`config.mk`:
```
export PLATFORM = sky130hd
export DESIGN_NAME = pw_verify_version
export DESIGN_NICKNAME = d
export VERILOG_FILES = /design/src/rtl/pvr_pkg.sv /design/src/rtl/pvr_addr_match.sv /design/src/rtl/pvr_pw_cmp.sv /design/src/rtl/pvr_spu_window.sv /design/src/rtl/pw_verify_version.sv
export SDC_FILE = /design/constraint.sdc
export NUM_CORES = 1
export LEC_CHECK = 0
export ABC_AREA = 0
export BUFFER_PORTS_ARGS = -buffer_cell sky130_fd_sc_hd__buf_2
export CAP_MARGIN = 20
export CORE_MARGIN = 1.5
export CORE_UTILIZATION = 58
export CTS_CLUSTER_DIAMETER = 40
export CTS_CLUSTER_SIZE = 25
export DETAILED_ROUTE_END_ITERATION = 10
export HOLD_SLACK_MARGIN = 0.02
export PLACE_DENSITY_LB_ADDON = 0.2
export SYNTH_ARGS = -nofsm -noshare
export SYNTH_HDL_FRONTEND = slang
export SYNTH_SLANG_ARGS = --single-unit
```
`constraint.sdc`:
```
create_clock -name clk -period 3.5 [get_ports clk]
set_input_delay 0.7 -clock clk [delete_from_list [all_inputs] [get_ports clk]]
set_output_delay 0.7 -clock clk [all_outputs]
set_load 0.005 [all_outputs]
```
`src/rtl/pvr_pkg.sv`:
```
package pvr_pkg;
    localparam logic [7:0] CMD_VERIFY  = 8'hC3;
    localparam logic [7:0] CMD_VERSION = 8'hCC;
    localparam logic [7:0] STAT_MATCH  = 8'hAA;
    localparam logic [7:0] LINE_IDLE   = 8'hFF;
    localparam int         ADDR_W      = 16;

    typedef enum logic [3:0] {
        PH_IDLE,
        PH_TA_LO,
        PH_TA_HI,
        PH_PW,
        PH_SPU,
        PH_STATUS,
        PH_VZERO,
        PH_VOUT,
        PH_ONES
    } phase_e;
endpackage

```
`src/rtl/pvr_addr_match.sv`:
```
module pvr_addr_match
    import pvr_pkg::*;
#(
    parameter logic [ADDR_W-1:0] READ_PW_ADDR = 16'h7FC0,
    parameter logic [ADDR_W-1:0] FULL_PW_ADDR = 16'h7FC8
) (
    input  logic [ADDR_W-1:0] raw_addr_i,
    output logic              hit_o,
    output logic              sel_full_o
);
    localparam logic [ADDR_W-1:0] ALIGN_MASK = ~ADDR_W'(7);

    logic [ADDR_W-1:0] aligned;
    logic              hit_read;
    logic              hit_full;

    always_comb begin
        aligned    = raw_addr_i & ALIGN_MASK;
        hit_read   = (aligned == (READ_PW_ADDR & ALIGN_MASK));
        hit_full   = (aligned == (FULL_PW_ADDR & ALIGN_MASK));
        hit_o      = hit_read | hit_full;
        sel_full_o = hit_full;
    end
endmodule

```
`src/rtl/pvr_pw_cmp.sv`:
```
module pvr_pw_cmp #(
    parameter int PW_BYTES = 8
) (
    input  logic                  clk,
    input  logic                  rst_n,
    input  logic                  clr_i,
    input  logic                  shift_i,
    input  logic [7:0]            byte_i,
    input  logic                  sel_full_i,
    input  logic [8*PW_BYTES-1:0] read_pw_i,
    input  logic [8*PW_BYTES-1:0] full_pw_i,
    output logic                  match_o
);
    localparam int PW_W = 8 * PW_BYTES;

    logic [PW_W-1:0]     shreg_d, shreg_q;
    logic [PW_W-1:0]     ref_pw;
    logic [PW_BYTES-1:0] byte_eq;

    always_comb begin
        shreg_d = shreg_q;
        if (clr_i) begin
            shreg_d = '0;
        end else if (shift_i) begin
            shreg_d = {byte_i, shreg_q[PW_W-1:8]};
        end
    end

    always_ff @(posedge clk or negedge rst_n) begin
        if (!rst_n) shreg_q <= '0;
        else        shreg_q <= shreg_d;
    end

    assign ref_pw = sel_full_i ? full_pw_i : read_pw_i;

    for (genvar gi = 0; gi < PW_BYTES; gi++) begin : g_byte
        assign byte_eq[gi] = (shreg_q[8*gi +: 8] == ref_pw[8*gi +: 8]);
    end

    assign match_o = &byte_eq;
endmodule

```
`src/rtl/pvr_spu_window.sv`:
```
module pvr_spu_window #(
    parameter int SPU_WINDOW = 40
) (
    input  logic clk,
    input  logic rst_n,
    input  logic abort_i,
    input  logic arm_i,
    input  logic spu_ok_i,
    output logic accept_o,
    output logic expire_o
);
    localparam int TW = (SPU_WINDOW > 1) ? $clog2(SPU_WINDOW + 1) : 1;
    localparam logic [TW-1:0] LAST = TW'(SPU_WINDOW - 1);

    typedef struct packed {
        logic          running;
        logic [TW-1:0] cnt;
    } tmr_t;

    tmr_t t_d, t_q;

    always_comb begin
        t_d      = t_q;
        accept_o = 1'b0;
        expire_o = 1'b0;
        if (t_q.running) begin
            if (spu_ok_i) begin
                accept_o  = 1'b1;
                t_d.running = 1'b0;
            end else if (t_q.cnt == LAST) begin
                expire_o  = 1'b1;
                t_d.running = 1'b0;
            end else begin
                t_d.cnt = t_q.cnt + 1'b1;
            end
        end
        if (arm_i) begin
            t_d.running = 1'b1;
            t_d.cnt     = '0;
        end
        if (abort_i) begin
            t_d.running = 1'b0;
            t_d.cnt     = '0;
        end
    end

    always_ff @(posedge clk or negedge rst_n) begin
        if (!rst_n) t_q <= '0;
        else        t_q <= t_d;
    end
endmodule

```
`src/rtl/pw_verify_version.sv`:
```
module pw_verify_version
    import pvr_pkg::*;
#(
    parameter int                PW_BYTES     = 8,
    parameter int                REV_W        = 3,
    parameter int                SPU_WINDOW   = 40,
    parameter logic [ADDR_W-1:0] READ_PW_ADDR = 16'h7FC0,
    parameter logic [ADDR_W-1:0] FULL_PW_ADDR = 16'h7FC8
) (
    input  logic                  clk,
    input  logic                  rst_n,
    input  logic                  line_rst_i,
    input  logic                  rx_valid_i,
    input  logic [7:0]            rx_byte_i,
    input  logic                  tx_req_i,
    output logic                  tx_valid_o,
    output logic [7:0]            tx_data_o,
    input  logic [8*PW_BYTES-1:0] read_pw_i,
    input  logic [8*PW_BYTES-1:0] full_pw_i,
    input  logic [REV_W-1:0]      rev_i,
    input  logic                  spu_ok_i
);
    localparam int CNT_W = (PW_BYTES > 2) ? $clog2(PW_BYTES) : 1;
    localparam logic [CNT_W-1:0] PW_LAST  = CNT_W'(PW_BYTES - 1);
    localparam logic [CNT_W-1:0] PAIR_END = CNT_W'(1);

    typedef struct packed {
        phase_e           phase;
        logic [7:0]       addr_lo;
        logic [CNT_W-1:0] cnt;
        logic             sel_full;
        logic [7:0]       status;
        logic             tx_valid;
        logic [7:0]       tx_data;
    } st_t;

    st_t s_d, s_q;

    logic              pw_clr, pw_shift, pw_match;
    logic              spu_arm, spu_accept, spu_expire;
    logic              a_hit, a_full;
    logic [7:0]        ver_byte;
    logic [ADDR_W-1:0] raw_addr;

    assign ver_byte = {rev_i, {(8 - REV_W){1'b0}}};
    assign raw_addr = {rx_byte_i, s_q.addr_lo};

    pvr_addr_match #(
        .READ_PW_ADDR (READ_PW_ADDR),
        .FULL_PW_ADDR (FULL_PW_ADDR)
    ) u_addr (
        .raw_addr_i (raw_addr),
        .hit_o      (a_hit),
        .sel_full_o (a_full)
    );

    pvr_pw_cmp #(.PW_BYTES(PW_BYTES)) u_cmp (
        .clk        (clk),
        .rst_n      (rst_n),
        .clr_i      (pw_clr),
        .shift_i    (pw_shift),
        .byte_i     (rx_byte_i),
        .sel_full_i (s_q.sel_full),
        .read_pw_i  (read_pw_i),
        .full_pw_i  (full_pw_i),
        .match_o    (pw_match)
    );

    pvr_spu_window #(.SPU_WINDOW(SPU_WINDOW)) u_spu (
        .clk      (clk),
        .rst_n    (rst_n),
        .abort_i  (line_rst_i),
        .arm_i    (spu_arm),
        .spu_ok_i (spu_ok_i),
        .accept_o (spu_accept),
        .expire_o (spu_expire)
    );

    always_comb begin
        s_d          = s_q;
        s_d.tx_valid = 1'b0;
        pw_clr       = 1'b0;
        pw_shift     = 1'b0;
        spu_arm      = 1'b0;

        if (tx_req_i) begin
            s_d.tx_valid = 1'b1;
            s_d.tx_data  = LINE_IDLE;
            case (s_q.phase)
                PH_STATUS: s_d.tx_data = s_q.status;
                PH_VOUT: begin
                    s_d.tx_data = ver_byte;
                    s_d.cnt     = s_q.cnt + 1'b1;
                    if (s_q.cnt == PAIR_END) s_d.phase = PH_ONES;
                end
                default: s_d.tx_data = LINE_IDLE;
            endcase
        end

        if (rx_valid_i) begin
            case (s_q.phase)
                PH_IDLE: begin
                    s_d.cnt = '0;
                    if (rx_byte_i == CMD_VERIFY)       s_d.phase = PH_TA_LO;
                    else if (rx_byte_i == CMD_VERSION) s_d.phase = PH_VZERO;
                    else                               s_d.phase = PH_ONES;
                end
                PH_TA_LO: begin
                    s_d.addr_lo = rx_byte_i;
                    s_d.phase   = PH_TA_HI;
                end
                PH_TA_HI: begin
                    if (a_hit) begin
                        s_d.phase    = PH_PW;
                        s_d.sel_full = a_full;
                        s_d.cnt      = '0;
                        pw_clr       = 1'b1;
                    end else begin
                        s_d.phase  = PH_STATUS;
                        s_d.status = LINE_IDLE;
                    end
                end
                PH_PW: begin
                    pw_shift = 1'b1;
                    s_d.cnt  = s_q.cnt + 1'b1;
                    if (s_q.cnt == PW_LAST) begin
                        s_d.phase = PH_SPU;
                        spu_arm   = 1'b1;
                    end
                end
                PH_VZERO: begin
                    if (rx_byte_i != 8'h00) begin
                        s_d.phase = PH_ONES;
                    end else if (s_q.cnt == PAIR_END) begin
                        s_d.phase = PH_VOUT;
                        s_d.cnt   = '0;
                    end else begin
                        s_d.cnt = s_q.cnt + 1'b1;
                    end
                end
                default: ;
            endcase
        end

        if (s_q.phase == PH_SPU) begin
            if (spu_accept) begin
                s_d.phase  = PH_STATUS;
                s_d.status = pw_match ? STAT_MATCH : LINE_IDLE;
            end else if (spu_expire) begin
                s_d.phase  = PH_STATUS;
                s_d.status = LINE_IDLE;
            end
        end

        if (line_rst_i) begin
            s_d.phase  = PH_IDLE;
            s_d.cnt    = '0;
            s_d.status = LINE_IDLE;
        end
    end

    always_ff @(posedge clk or negedge rst_n) begin
        if (!rst_n) begin
            s_q          <= '0;
            s_q.phase    <= PH_IDLE;
            s_q.status   <= LINE_IDLE;
            s_q.tx_data  <= LINE_IDLE;
        end else begin
            s_q <= s_d;
        end
    end

    assign tx_valid_o = s_q.tx_valid;
    assign tx_data_o  = s_q.tx_data;
endmodule

```
* After elaboration in Yosys (flattened, before gate mapping)
Index checks and enable logic that the tools add are counted.
Word-level totals: output and inout port bits 9, bits in registers 104, logic and storage cells 100, bits of input ports 145
Operators by class: $add $sub $neg 2, bitwise gates (word level) 1, eq/ne operators 24, multiplexer cells 55, reductions and logical operators 8
Operators by type and width (count):
- 2-to-1 mux 64 bit | 3
- == test 8 bit | 8
- 2-to-1 mux 4 bit | 13
- 2-to-1 mux 8 bit | 6
- 2-to-1 mux 7 bit | 4
- == test 13 x 12 -> 1 bit, second input constant | 2
- 2-to-1 mux 24 bit | 1
- one-hot mux 4 bit (5 select lines) | 1
- 2-to-1 mux 3 bit | 6
- 2-to-1 mux 9 bit | 2
- == test 4 x 3 -> 1 bit, second input constant | 4
- == test 8 bit, second input constant | 2
- one-hot mux 8 bit (2 select lines) | 1
- 2-to-1 mux 1 bit | 15
- 2-to-1 mux 6 bit | 2
- one-hot mux 3 bit (4 select lines) | 1
- == test 4 x 2 -> 1 bit, second input constant | 2
- AND reduction 8 bit | 1
- nonzero test 8 bit | 1
- adder 6 x 1 -> 6 bit, second input constant | 1
- == test 6 bit, second input constant | 1
- AND reduction 3 bit | 2
- == test 4 x 1 -> 1 bit, second input constant | 1
- zero test 4 bit | 1
- other kinds (9) | 9

* Longest topological paths before layout
depth after elaboration 12, mapped depth 9, gate-level depth less buffers 7

* Cells and area by module
A second synthesis with hierarchy kept.
Second synthesis, totals: cells, all modules 578, area, all modules 6221.0 sq um
By module, submodules not included:
- pvr_pw_cmp | area an instance 3941.3 sq um, times used 1, cells each 362
- pw_verify_version | area an instance 1821.7 sq um, times used 1, cells each 171
- pvr_spu_window | area an instance 395.4 sq um, times used 1, cells each 39
- pvr_addr_match | area an instance 62.6 sq um, times used 1, cells each 6

* Worst setup path after synthesis
No wires, ideal clock.
path kind in2reg, from input tx_req_i, to register s_q[29] in the netlist's numbering, path slack 1445 ps, required time 3367 ps, setup time 133 ps, stages on the path 9, data arrival time 1922 ps, cells stage by stage buf_2 > and4b_1 > buf_2 > and2_1 > clkbuf_1 > nand2_1 > o21a_1 > a22oi_1 > a21oi_1
RTL lines:
- from (decl) | RTL line pw_verify_version.sv:15 | input logic tx_req_i,
- to (decl) | RTL line pw_verify_version.sv:37 | st_t s_d, s_q;

==> metrics.csv <==
stage,metric,value,unit
die,die width,104,microns
drt,drt wl/cell,16.3,microns
die,Die ar.,10800,sq um
worst_setup_path,Worst Setup Start Kind,register,
clock_network,cts bufs inserted,9,
drt,Routed Antenna Nets,0,
clock_network,hold-fix buffers at CTS,0,
global_route,total congestion overflow,0,
global_route,Global Route Usage Sum,0.281,
logic_synthesis,"EDFF count, synth",0,
clock_network,Max Root-Sink Buffers,2,
power,peak supply drop,0.174,mV
worst_setup_path,CP peak stage delay,0.87,ns
clock_network,latest clock arrival within the worst-skew pair,0.37,ns
placed_design,PortBufs,153,
logic_synthesis,top-area cell type share of the netlist area,0.360,
drt,via count,5246,
drt,final WL,14900,microns
logic_synthesis,yosys synthesis warning count,0,
cells_and_area,Layout Nets,925,
die,initial core utilization,0.601,
die,Die Ht,104,microns
clock_network,cts repair resizes,0,
power,Leakage,0.00290,uW
logic_synthesis,syn_area_per_cell,9.11,sq um
logic_synthesis,synth unique cells,54,
drt,Initial DRT Pass Iterations,7,
worst_setup_path,CP required,3.78,ns
sta,post-route minimum period,2.74,ns
drt,drt initial violations,444,
placed_design,post-DP HPWL,11200,microns
worst_setup_path,Crit-path slowest cell,dfrtp_4,
sta,slew of the pin with the lowest slew margin,0.718,ns
sta,# setup viols final,0,
logic_synthesis,Post-Syn Nets,797,
worst_setup_path,worst path arrival time,3.02,ns
worst_setup_path,worst-path maximum fanout,38,
clock_network,clk sinks,101,
logic_synthesis,cell count after synthesis,648,
die,Rows,36,
clock_network,clock slew at reported path FFs,0.10,ns
sta,FMAX,365,MHz
sta,final period utilization,0.784,
global_route,initial antenna violation count,0,
worst_setup_path,crit path cell chain,buf_4 > mux2i_1 > xnor2_1 > nor4_1 > nand2_1 > nor4_4 > a21oi_1,
clock_network,H-tree levels,3,
run_status,status,"complete, no violations",
die,number of placed I/O pins,154,
drt,drt via density,5.74,
sta,endpoints failing hold,0,
logic_synthesis,Post-Syn Area,5910,sq um
hold_path,HP Class,input pin to asynchronous set/reset pin,
cells_and_area,fraction of layout cells with a size suffix above 1,0.271,
global_route,vias in the first global route,4982,
logic_synthesis,Area contributors post-synth,"dfrtp_1 (36%), mux2i_1 (12%), nand2_1 (9.3%)",
worst_setup_path,CP Capture Type,register,
clock_network,CTS tree,built,
logic_synthesis,top-count cell post-synth,nand2_1,
logic_synthesis,sequential area share after synthesis,0.431,
sta,RSZ-0062 raised after global routing,no,
worst_setup_path,WP buf/inv,1,
logic_synthesis,Synth async-reset ratio,1.00,
global_route,largest net degree at the start of global routing,65,
sta,Slew Limit Fails,0,
logic_synthesis,"Top FF cell, synth",dfrtp_1,
clock_network,CTS root buf,clkbuf_8,
placed_design,GP Congestion,0.944,
sta,slew margin rel.,0.522,
sta,skew final,0.0136,ns
run,max_cap viols,0,
logic_synthesis,most frequent cells after synthesis,"nand2_1 (146), a21oi_1 (86), dfrtp_1 (85)",
placed_design,Post-Place Worst Slack,0.754,ns
clock_network,Post-CTS Setup Inserts,0,
sta,final setup TNS,0,ns
sta,setup ws final,0.757,ns
power,cell area power density,305,nW/um^2
worst_setup_path,Worst path top cell family by delay,simple AND/OR/NAND/NOR gates,
drt,DRC Markers,0,
cells_and_area,Layout area overhead,16.7,%
global_route,first-pass GRT wire length,24400,microns
worst_setup_path,kind of critical path,register to register,
logic_synthesis,leading area contributor after synthesis,dfrtp_1,
die,core footprint,9820,sq um
cells_and_area,antenna diode count,0,
logic_synthesis,Seq cells post-synth,101,
## cell usage in the layout, fill, tap and decap left out, types with 3 or more instances in the layout
master and n:
a21boi_0 3, a21oi_1 86, a22oi_1 3, buf_2 152, buf_4 7, clkbuf_8 10
dfrtp_1 84, dfstp_2 16, ha_1 4, inv_1 6, mux2_2 6, mux2i_1 69
nand2_1 145, nand2b_1 10, nand3_1 6, nand4_1 8, nor2_1 27, nor2b_1 3
nor4_1 14, o21ai_0 7, o22ai_1 4, or2_2 6, xnor2_1 43, xor2_1 15
## metal layers
layer / up-vias / share of wire / global-route usage / wire (microns)
met3: 27 / 0.075 / 0.0420 / 1120
met2: 241 / 0.47 / 0.453 / 6940
met4: 0 / 0.017 / 0.0893 / 256
met1: 2500 / 0.44 / 0.394 / 6600
li1: 2478 / - / - / -
met5: - / 0 / 0 / 0
## final timing paths
| kind | startpoint | to | slack [ns] | cells after the start |
|---|---|---|---|---|
| min in group clk | s_q[12] | tx_data_o[3] | 0.49 | 2 |
| max reg2reg | s_q[17] | s_q[15] | 0.76 | 7 |
| max | s_q[17] | s_q[15] | 0.76 | 7 |
| min | rst_n | u_cmp.shreg_q[12] | 0.37 | 1 |
| min reg2reg | s_q[12] | tx_data_o[3] | 0.49 | 2 |
| max in group asynchronous | rst_n | u_cmp.shreg_q[47] | 2.41 | 2 |
## per-stage QoR
stage                     hold WS, ns   util  total power [uW]  area (sq um)  instances
after floorplan                 0.404      -              1270          5910        648
after global routing            0.422  0.702              2190          6890        914
after global placement          0.479  0.683              1400          6700        898
after detailed placement        0.480  0.683              1410          6700        898
final                           0.365  0.702              2110          6890        914
after CTS                       0.394  0.702              2120          6890        914
## state kept, by name, summed over array words and instances (netlist names)
register and cells:
u_cmp.shreg_q 64, raw_addr 5, tx_valid_o 1, tx_data_o 8
s_q 16, u_spu.t_q 7
## layout make-up
cell class | count | area, sq um
repair buffers | 161 | 853
multi-input cells | 497 | 3110
inverters | 6 | 22.5
clock buffers | 10 | 138
fillers | 802 | 2930
well taps | 133 | 166
flip-flops and latches | 101 | 2550
clock inverters | 6 | 53.8
## logic make-up (layout without fill, tap and decap cells)
group                    count (synthesis)  in the layout  synth area share
AND/OR/NAND/NOR                        239            239             0.186
AO/OA/AOI/OAI                          121            121             0.115
flip-flops                             101            101             0.431
multiplexers                            75             75             0.128
XOR/XNOR                                58             58            0.0860
buffers and inverters                   50            183            0.0447
adder cells (fa/ha/maj)                  4              4           0.00847
## power by group
part | leakage, uW | total [uW] | internal (uW) | switching, uW
Clock | 0.0000973 | 722 | 293 | 429
Sequential | 0.00135 | 1170 | 1170 | 3.51
Combinational | 0.00145 | 211 | 104 | 107
Total | 0.00290 | 2110 | 1570 | 540
## worst register-to-register path, stage by stage (launching register included)
cell and delay (ns):
dfrtp_4 0.87, buf_4 0.34, mux2i_1 0.27, xnor2_1 0.09
nor4_1 0.44, nand2_1 0.16, nor4_4 0.39, a21oi_1 0.12
(Power assumes the default switching activity.)
